--- config.mk ---
export PLATFORM = sky130hd
export DESIGN_NAME = split_oc_adder
export DESIGN_NICKNAME = d
export VERILOG_FILES = /design/src/rtl/oc_adder_pkg.sv /design/src/rtl/ocs_lane.sv /design/src/rtl/oc_split_lanes.sv /design/src/rtl/oc_desig_reg.sv /design/src/rtl/split_oc_adder.sv
export SDC_FILE = /design/constraint.sdc
export NUM_CORES = 1
export LEC_CHECK = 0
export BUFFER_PORTS_ARGS = -buffer_cell sky130_fd_sc_hd__buf_2
export CELL_PAD_IN_SITES_DETAIL_PLACEMENT = 1
export CELL_PAD_IN_SITES_GLOBAL_PLACEMENT = 1
export CORE_ASPECT_RATIO = 0.7
export CORE_MARGIN = 3
export CORE_UTILIZATION = 43
export DETAILED_ROUTE_END_ITERATION = 8
export GPL_ROUTABILITY_DRIVEN = 0
export PLACE_DENSITY_LB_ADDON = 0.08
export SETUP_SLACK_MARGIN = 0.02
export SYNTH_ARGS = -nofsm -noshare
export SYNTH_HDL_FRONTEND = slang
export SYNTH_SLANG_ARGS = --single-unit
export TNS_END_PERCENT = 20
--- constraint.sdc ---
create_clock -name clk -period 1.2 [get_ports clk]
set_clock_uncertainty 0.1 [all_clocks]
set_input_delay 0.12 -clock clk [delete_from_list [all_inputs] [get_ports clk]]
set_output_delay 0.12 -clock clk [all_outputs]
set_load 0.03 [all_outputs]
--- src/rtl/oc_adder_pkg.sv ---
package oc_adder_pkg;

  typedef enum logic [1:0] {
    MODE_SINGLE = 2'd0,
    MODE_DOUBLE = 2'd1,
    MODE_HALVES = 2'd2,
    MODE_THIRDS = 2'd3
  } oc_mode_e;

  function automatic logic is_wide_mode(input logic [1:0] m);
    return (oc_mode_e'(m) == MODE_SINGLE) || (oc_mode_e'(m) == MODE_DOUBLE);
  endfunction

endpackage

--- src/rtl/ocs_lane.sv ---
module ocs_lane #(
  parameter int W = 36
) (
  input  logic [W-1:0] a,
  input  logic [W-1:0] s,
  output logic [W-1:0] r,
  output logic         no_borrow,
  output logic         ovf
);

  function automatic logic [W:0] sub_raw(input logic [W-1:0] x, input logic [W-1:0] y);
    return {1'b0, x} - {1'b0, y};
  endfunction

  logic [W:0]   diff;
  logic         eff_sign;

  always_comb begin
    diff      = sub_raw(a, s);
    no_borrow = ~diff[W];
    r         = no_borrow ? diff[W-1:0] : (diff[W-1:0] - {{(W-1){1'b0}}, 1'b1});
    eff_sign  = ~s[W-1];
    ovf       = (a[W-1] == eff_sign) && (r[W-1] != a[W-1]);
  end

endmodule

--- src/rtl/oc_split_lanes.sv ---
module oc_split_lanes #(
  parameter int WORD  = 36,
  parameter int LANES = 2
) (
  input  logic [WORD-1:0]  a,
  input  logic [WORD-1:0]  s,
  output logic [WORD-1:0]  r,
  output logic [LANES-1:0] lane_nb
);

  localparam int LW = WORD / LANES;

  logic [LANES-1:0] lane_ov;

  for (genvar i = 0; i < LANES; i++) begin : g_lane
    ocs_lane #(.W(LW)) u_lane (
      .a         (a[i*LW +: LW]),
      .s         (s[i*LW +: LW]),
      .r         (r[i*LW +: LW]),
      .no_borrow (lane_nb[i]),
      .ovf       (lane_ov[i])
    );
  end

  logic unused_ov;
  assign unused_ov = ^lane_ov;

endmodule

--- src/rtl/oc_desig_reg.sv ---
module oc_desig_reg (
  input  logic clk,
  input  logic rst_n,
  input  logic load,
  input  logic load_c,
  input  logic load_v,
  input  logic upd,
  input  logic upd_c,
  input  logic upd_v,
  output logic c_q,
  output logic v_q
);

  always_ff @(posedge clk or negedge rst_n) begin
    if (!rst_n) begin
      c_q <= 1'b0;
      v_q <= 1'b0;
    end else if (load) begin
      c_q <= load_c;
      v_q <= load_v;
    end else if (upd) begin
      c_q <= upd_c;
      v_q <= upd_v;
    end
  end

endmodule

--- src/rtl/split_oc_adder.sv ---
module split_oc_adder
  import oc_adder_pkg::*;
#(
  parameter int WORD = 36
) (
  input  logic            clk,
  input  logic            rst_n,
  input  logic            start,
  input  logic            op_neg,
  input  logic [1:0]      mode,
  input  logic [WORD-1:0] a_hi,
  input  logic [WORD-1:0] a_lo,
  input  logic [WORD-1:0] b_hi,
  input  logic [WORD-1:0] b_lo,
  input  logic            dload,
  input  logic            dload_carry,
  input  logic            dload_ovf,
  output logic [WORD-1:0] res_hi,
  output logic [WORD-1:0] res_lo,
  output logic            res_valid,
  output logic            carry_q,
  output logic            ovf_q
);

  localparam int DW = 2 * WORD;

  // subtrahend: the adder subtracts the negated addend
  logic [WORD-1:0] s_hi, s_lo;
  assign s_hi = op_neg ? b_hi : ~b_hi;
  assign s_lo = op_neg ? b_lo : ~b_lo;

  logic [WORD-1:0] r_single;
  logic            nb_single, ov_single;
  ocs_lane #(.W(WORD)) u_single (
    .a(a_hi), .s(s_hi), .r(r_single), .no_borrow(nb_single), .ovf(ov_single)
  );

  logic [DW-1:0] r_double;
  logic          nb_double, ov_double;
  ocs_lane #(.W(DW)) u_double (
    .a({a_hi, a_lo}), .s({s_hi, s_lo}), .r(r_double),
    .no_borrow(nb_double), .ovf(ov_double)
  );

  logic [WORD-1:0] r_halves, r_thirds;
  logic [1:0]      nb_halves;
  logic [2:0]      nb_thirds;
  oc_split_lanes #(.WORD(WORD), .LANES(2)) u_halves (
    .a(a_hi), .s(s_hi), .r(r_halves), .lane_nb(nb_halves)
  );
  oc_split_lanes #(.WORD(WORD), .LANES(3)) u_thirds (
    .a(a_hi), .s(s_hi), .r(r_thirds), .lane_nb(nb_thirds)
  );

  // named events for the checker
  logic            desig_arith_upd;
  logic            nx_carry, nx_ovf;
  logic [WORD-1:0] nx_hi, nx_lo;

  assign desig_arith_upd = start && is_wide_mode(mode);

  always_comb begin
    nx_hi    = '0;
    nx_lo    = '0;
    nx_carry = 1'b0;
    nx_ovf   = 1'b0;
    unique case (oc_mode_e'(mode))
      MODE_SINGLE: begin
        nx_hi    = r_single;
        nx_carry = nb_single;
        nx_ovf   = ov_single;
      end
      MODE_DOUBLE: begin
        nx_hi    = r_double[DW-1:WORD];
        nx_lo    = r_double[WORD-1:0];
        nx_carry = nb_double;
        nx_ovf   = ov_double;
      end
      MODE_HALVES: nx_hi = r_halves;
      MODE_THIRDS: nx_hi = r_thirds;
      default: ;
    endcase
  end

  always_ff @(posedge clk or negedge rst_n) begin
    if (!rst_n) begin
      res_hi    <= '0;
      res_lo    <= '0;
      res_valid <= 1'b0;
    end else begin
      res_valid <= start;
      if (start) begin
        res_hi <= nx_hi;
        res_lo <= nx_lo;
      end
    end
  end

  oc_desig_reg u_desig (
    .clk(clk), .rst_n(rst_n),
    .load(dload), .load_c(dload_carry), .load_v(dload_ovf),
    .upd(desig_arith_upd), .upd_c(nx_carry), .upd_v(nx_ovf),
    .c_q(carry_q), .v_q(ovf_q)
  );

  logic unused_nb;
  assign unused_nb = ^{nb_halves, nb_thirds};

endmodule

==> impl_metrics.ini, run 1 <==
[outcome]
status = aborted with a tool error
lastStage = 3_5_place_dp
tool.error = [ERROR DPL-0033] detailed placement checks failed during check placement.

[logic_synthesis]
ys.flop_type = dfrtp_1
syn_nets = 2294
synth_top_family_by_area = compound AO/OA/AOI/OAI gates
synth-compound-area-share_pct = 29.5
yosysSeqAreaShare_pct = 12.7
synth-edff-count = 0
synthAdderAreaFrac_pct = 7.55
synth-simple-area-share_pct = 25.6
ys_async_sr_fraction_pct = 100
avgSynthCellArea_sq_um = 7.17
ys_warn_count = 0
syn_area_sq_um = 14700
synth.mux.area_fraction_pct = 1.88
syn_inst = 2055
synth-seq-cells = 75
synthXorXnorAreaFrac_pct = 18.7
yosysUniqueCellTypes = 100

[die]
start_util_pct = 43.8
ios = 228
die_h_microns = 161
die_w_microns = 227
fp-row-count = 56

[placement]
dp_hpwl_microns = 90700
io_buffer_count = 227
synthesized netlist by cell type, types with 37 or more instances:
cell | number | share of area, %
nand4_1 | 53 | 2.2
ha_1 | 81 | 6.9
xnor2_1 | 143 | 8.5
o21ai_0 | 140 | 4.8
xor2_1 | 170 | 10
a21o_1 | 38 | 1.9
o2bb2ai_1 | 37 | 2.2
inv_1 | 40 | 1.0
dfrtp_1 | 75 | 13
nor2_1 | 193 | 4.9
nand2_1 | 192 | 4.9
nor3_1 | 71 | 2.4
a21oi_1 | 177 | 6.0
clkbuf_1 | 85 | 2.2
nand3_1 | 55 | 1.9
logic make-up after synthesis:
group / Yosys count
DFF: 75
buffers and inverters: 150
adders and majority gates: 86
muxes: 25
and+or+nand+nor: 751
xor gates and xnor gates: 314
AOI/OAI and AO/OA: 654
through the flow:
step	hold slack [ns]	std cells
3_3_place_gp	0.0181	3466
2_1_floorplan	-0.276	2055
==> run 2, diff against run 1 <==
Settings changed: CELL_PAD_IN_SITES_DETAIL_PLACEMENT 1 to default, CELL_PAD_IN_SITES_GLOBAL_PLACEMENT 1 to default, CORE_ASPECT_RATIO 0.7 to default, CORE_UTILIZATION 43 to 40, PLACE_DENSITY_LB_ADDON 0.08 to 0.15, SETUP_SLACK_MARGIN 0.02 to default.
==> impl_metrics.ini, run 2 <==
[power]
p_leak_nw = 11.7
powerDensity_nw_per_um2 = 1200
max-vdd-ir-drop_uv = 587

[clocking]
numCtsBuffers = 9
cts_tree = yes
clock-sinks = 75
clk_pin_slew_worst_paths_ns = 0.06
cts_root_buf = clkbuf_16
cts_buffer_depth = 2
clk_latency_ns = 0.33
h-tree-depth = 3

[sta]
setup_viol = 74
slew_headroom_pct = 48.7
tightest_slew_ns = 0.761
timing.final.ws_setup_ns = -3.17
rsz0062_at_grt = yes
hold_viol = 0
fin_hold_ws_ns = 0.140
min_period_ns = 4.37
fin_crit_sh_pct = 364
slew_violations = 0
clock.fmax_mhz = 229

[logic_synthesis]
ys_async_sr_fraction_pct = 100
yosysUniqueCellTypes = 100
ys_warn_count = 0
synth.area.top_cells = dfrtp_1 13%, xor2_1 10%, xnor2_1 8.5%, ha_1 6.9%, a21oi_1 6.0%
syn_nets = 2294
synth_top_cell_area_share_pct = 12.7
syn_area_sq_um = 14700
synth-seq-cells = 75
avgSynthCellArea_sq_um = 7.17
synth-edff-count = 0
syn_inst = 2055
yosysSeqAreaShare_pct = 12.7
yosysMostFrequentCell = nor2_1
ys.flop_type = dfrtp_1
synth_common_cells = 193 x nor2_1, 192 x nand2_1, 177 x a21oi_1, 170 x xor2_1, 143 x xnor2_1
synth.largest_area_cell = dfrtp_1

[detailed_routing]
via_per_inst = 5.88
drc = 0
drt_iter0_drc = 2374
firstDrtPassIters = 8
drtAntennaViolNets = 0
wire_per_inst_microns = 20.3
vias = 21000
routed_wl_microns = 72400

[setup_path]
required_ns = 1.32
critical_path.startpoint_type = primary input
setup.worst_path.class = in2reg
crit_path_end_kind = flop
crit_fanout = 8
r2r_slack_ns = 0.24
crit_arrival_ns = 4.49

[die]
start_util_pct = 41.0
fp-row-count = 69
ios = 228
die_w_microns = 198
coreArea_sq_um = 35900
die_h_microns = 198
die_area_sq_um = 39200

[placement]
dpl.cell_count = 3482
dp_hpwl_microns = 58000
io_buffer_count = 227

[global_routing]
grt.total_usage_pct = 33.9
grt_pass1_wl_microns = 106000
grt_max_degree = 40
grt_overflow = 0
antenna_found_initial = 0
grt_pass1_vias = 19500

[cells_and_area]
top_regs = res_hi x36, res_lo x36
drive_gt1_share_pct = 49.3
regArea_sq_um = 1880
diodes = 0
final_nets = 3343
multiInputGateArea_sq_um = 14600
area_delta_synth_final_pct = 75.4
layout_common_cells = 872 x buf_4, 225 x buf_2, 176 x nand2_1, 166 x nor2_1, 146 x xor2_1
layout.cells.non_filler = 3570
final_common_cell = buf_4
fill_cells = 2787

[job]
max_cap_violations = 0

[outcome]
status = complete, but fails checks
violations = negative setup slack

[min_path]
hold_class = in2async
-- run 2: cell counts after synthesis --
No cell type changed its count.
-- run 2: cells by family after synthesis --
logic type,Yosys count,share of synthesized area [%]
AO/OA/AOI/OAI,654,29.5
XOR/XNOR,314,18.7
adder cells (fa/ha/maj),86,7.55
buffers and inverters,150,4.04
flip-flops,75,12.7
multiplexers,25,1.88
AND/OR/NAND/NOR,751,25.6
-- run 2: final timing paths --
path | end | cells after the start | start
worst min register to register | res_hi[20]$_DFFE_PN0P_ | 1 | res_hi[20]$_DFFE_PN0P_
min in group clk | u_desig.v_q$_DFFE_PN0P_ | 4 | a_hi[35]
max in group asynchronous | res_lo[3]$_DFFE_PN0P_ | 3 | rst_n
worst max register to register | u_desig.v_q$_DFFE_PN0P_ | 2 | u_desig.v_q$_DFFE_PN0P_
worst min-delay path | res_lo[26]$_DFFE_PN0P_ | 2 | rst_n
worst max-delay path | res_hi[16]$_DFFE_PN0P_ | 18 | op_neg
-- run 2: per-layer routing --
metal / wire length [microns] / share of wire (%) / vias to the layer above / global-route usage, %
li1: - / - / 9686 / -
met1: 31500 / 44 / 9874 / 50.2
met2: 30300 / 42 / 1228 / 49.9
met3: 8110 / 11 / 202 / 6.93
met4: 2390 / 3.3 / 0 / 9.07
met5: 0 / 0 / - / 0
-- run 2: through the flow --
step | total power [mW] | setup TNS (ns) | worst slack (ns) | util, % | cell area (sq um)
4_1_cts | 28.8 | -185.52 | -3.05 | 68.8 | 24700
3_5_place_dp | 25.1 | -239.27 | -3.85 | 63.9 | 23000
3_3_place_gp | 24.7 | -231.57 | -3.66 | 63.9 | 23000
5_1_grt | 32.3 | -200.97 | -3.24 | 72.0 | 25900
6_report | 30.9 | -193.68 | -3.17 | 72.0 | 25900
2_1_floorplan | 14.2 | -193.30 | -3.29 | - | 15400
-- run 2: area by class of cell --
type | instances | area share, %
Clock buffer | 10 | 0.885
Clock inverter | 6 | 0.184
Timing Repair Buffer | 1147 | 32.3
Multi-Input combinational cell | 1830 | 56.5
Tap cell | 461 | 2.23
Sequential cell | 75 | 7.26
Inverter | 41 | 0.595
-- run 2: report_power, final --
part / switching, mW / internal, mW / total (mW)
Clock: 1.09 / 1.42 / 2.51
Combinational: 13.7 / 11.4 / 25.1
Sequential: 0.303 / 3.01 / 3.31
Total: 15.0 / 15.9 / 30.9
-- run 2: worst max-delay path, cell delays in order --
cell,delay (ns)
buf_12,0.13
buf_16,0.16
buf_6,0.13
xor2_1,0.16
ha_1,0.35
buf_4,0.17
nand4_1,0.17
a2111o_1,0.42
a311oi_4,0.48
o21ai_1,0.16
a222oi_1,0.32
o2111a_2,0.28
nor2b_4,0.20
nand3_4,0.14
nor3_4,0.21
xor2_1,0.10
mux4_2,0.48
mux2_4,0.27
-- run 2: timing repair --
action                                  CTS  global route
hold buffers                              4             0
gates cloned                              1             1
pin swaps                               103            81
endpoints found under the setup margin   74            74
endpoints found under the hold margin    77             0
gates resized for setup                 246           190
setup buffers                            33            33
Power figures use the tool's default switching activity.
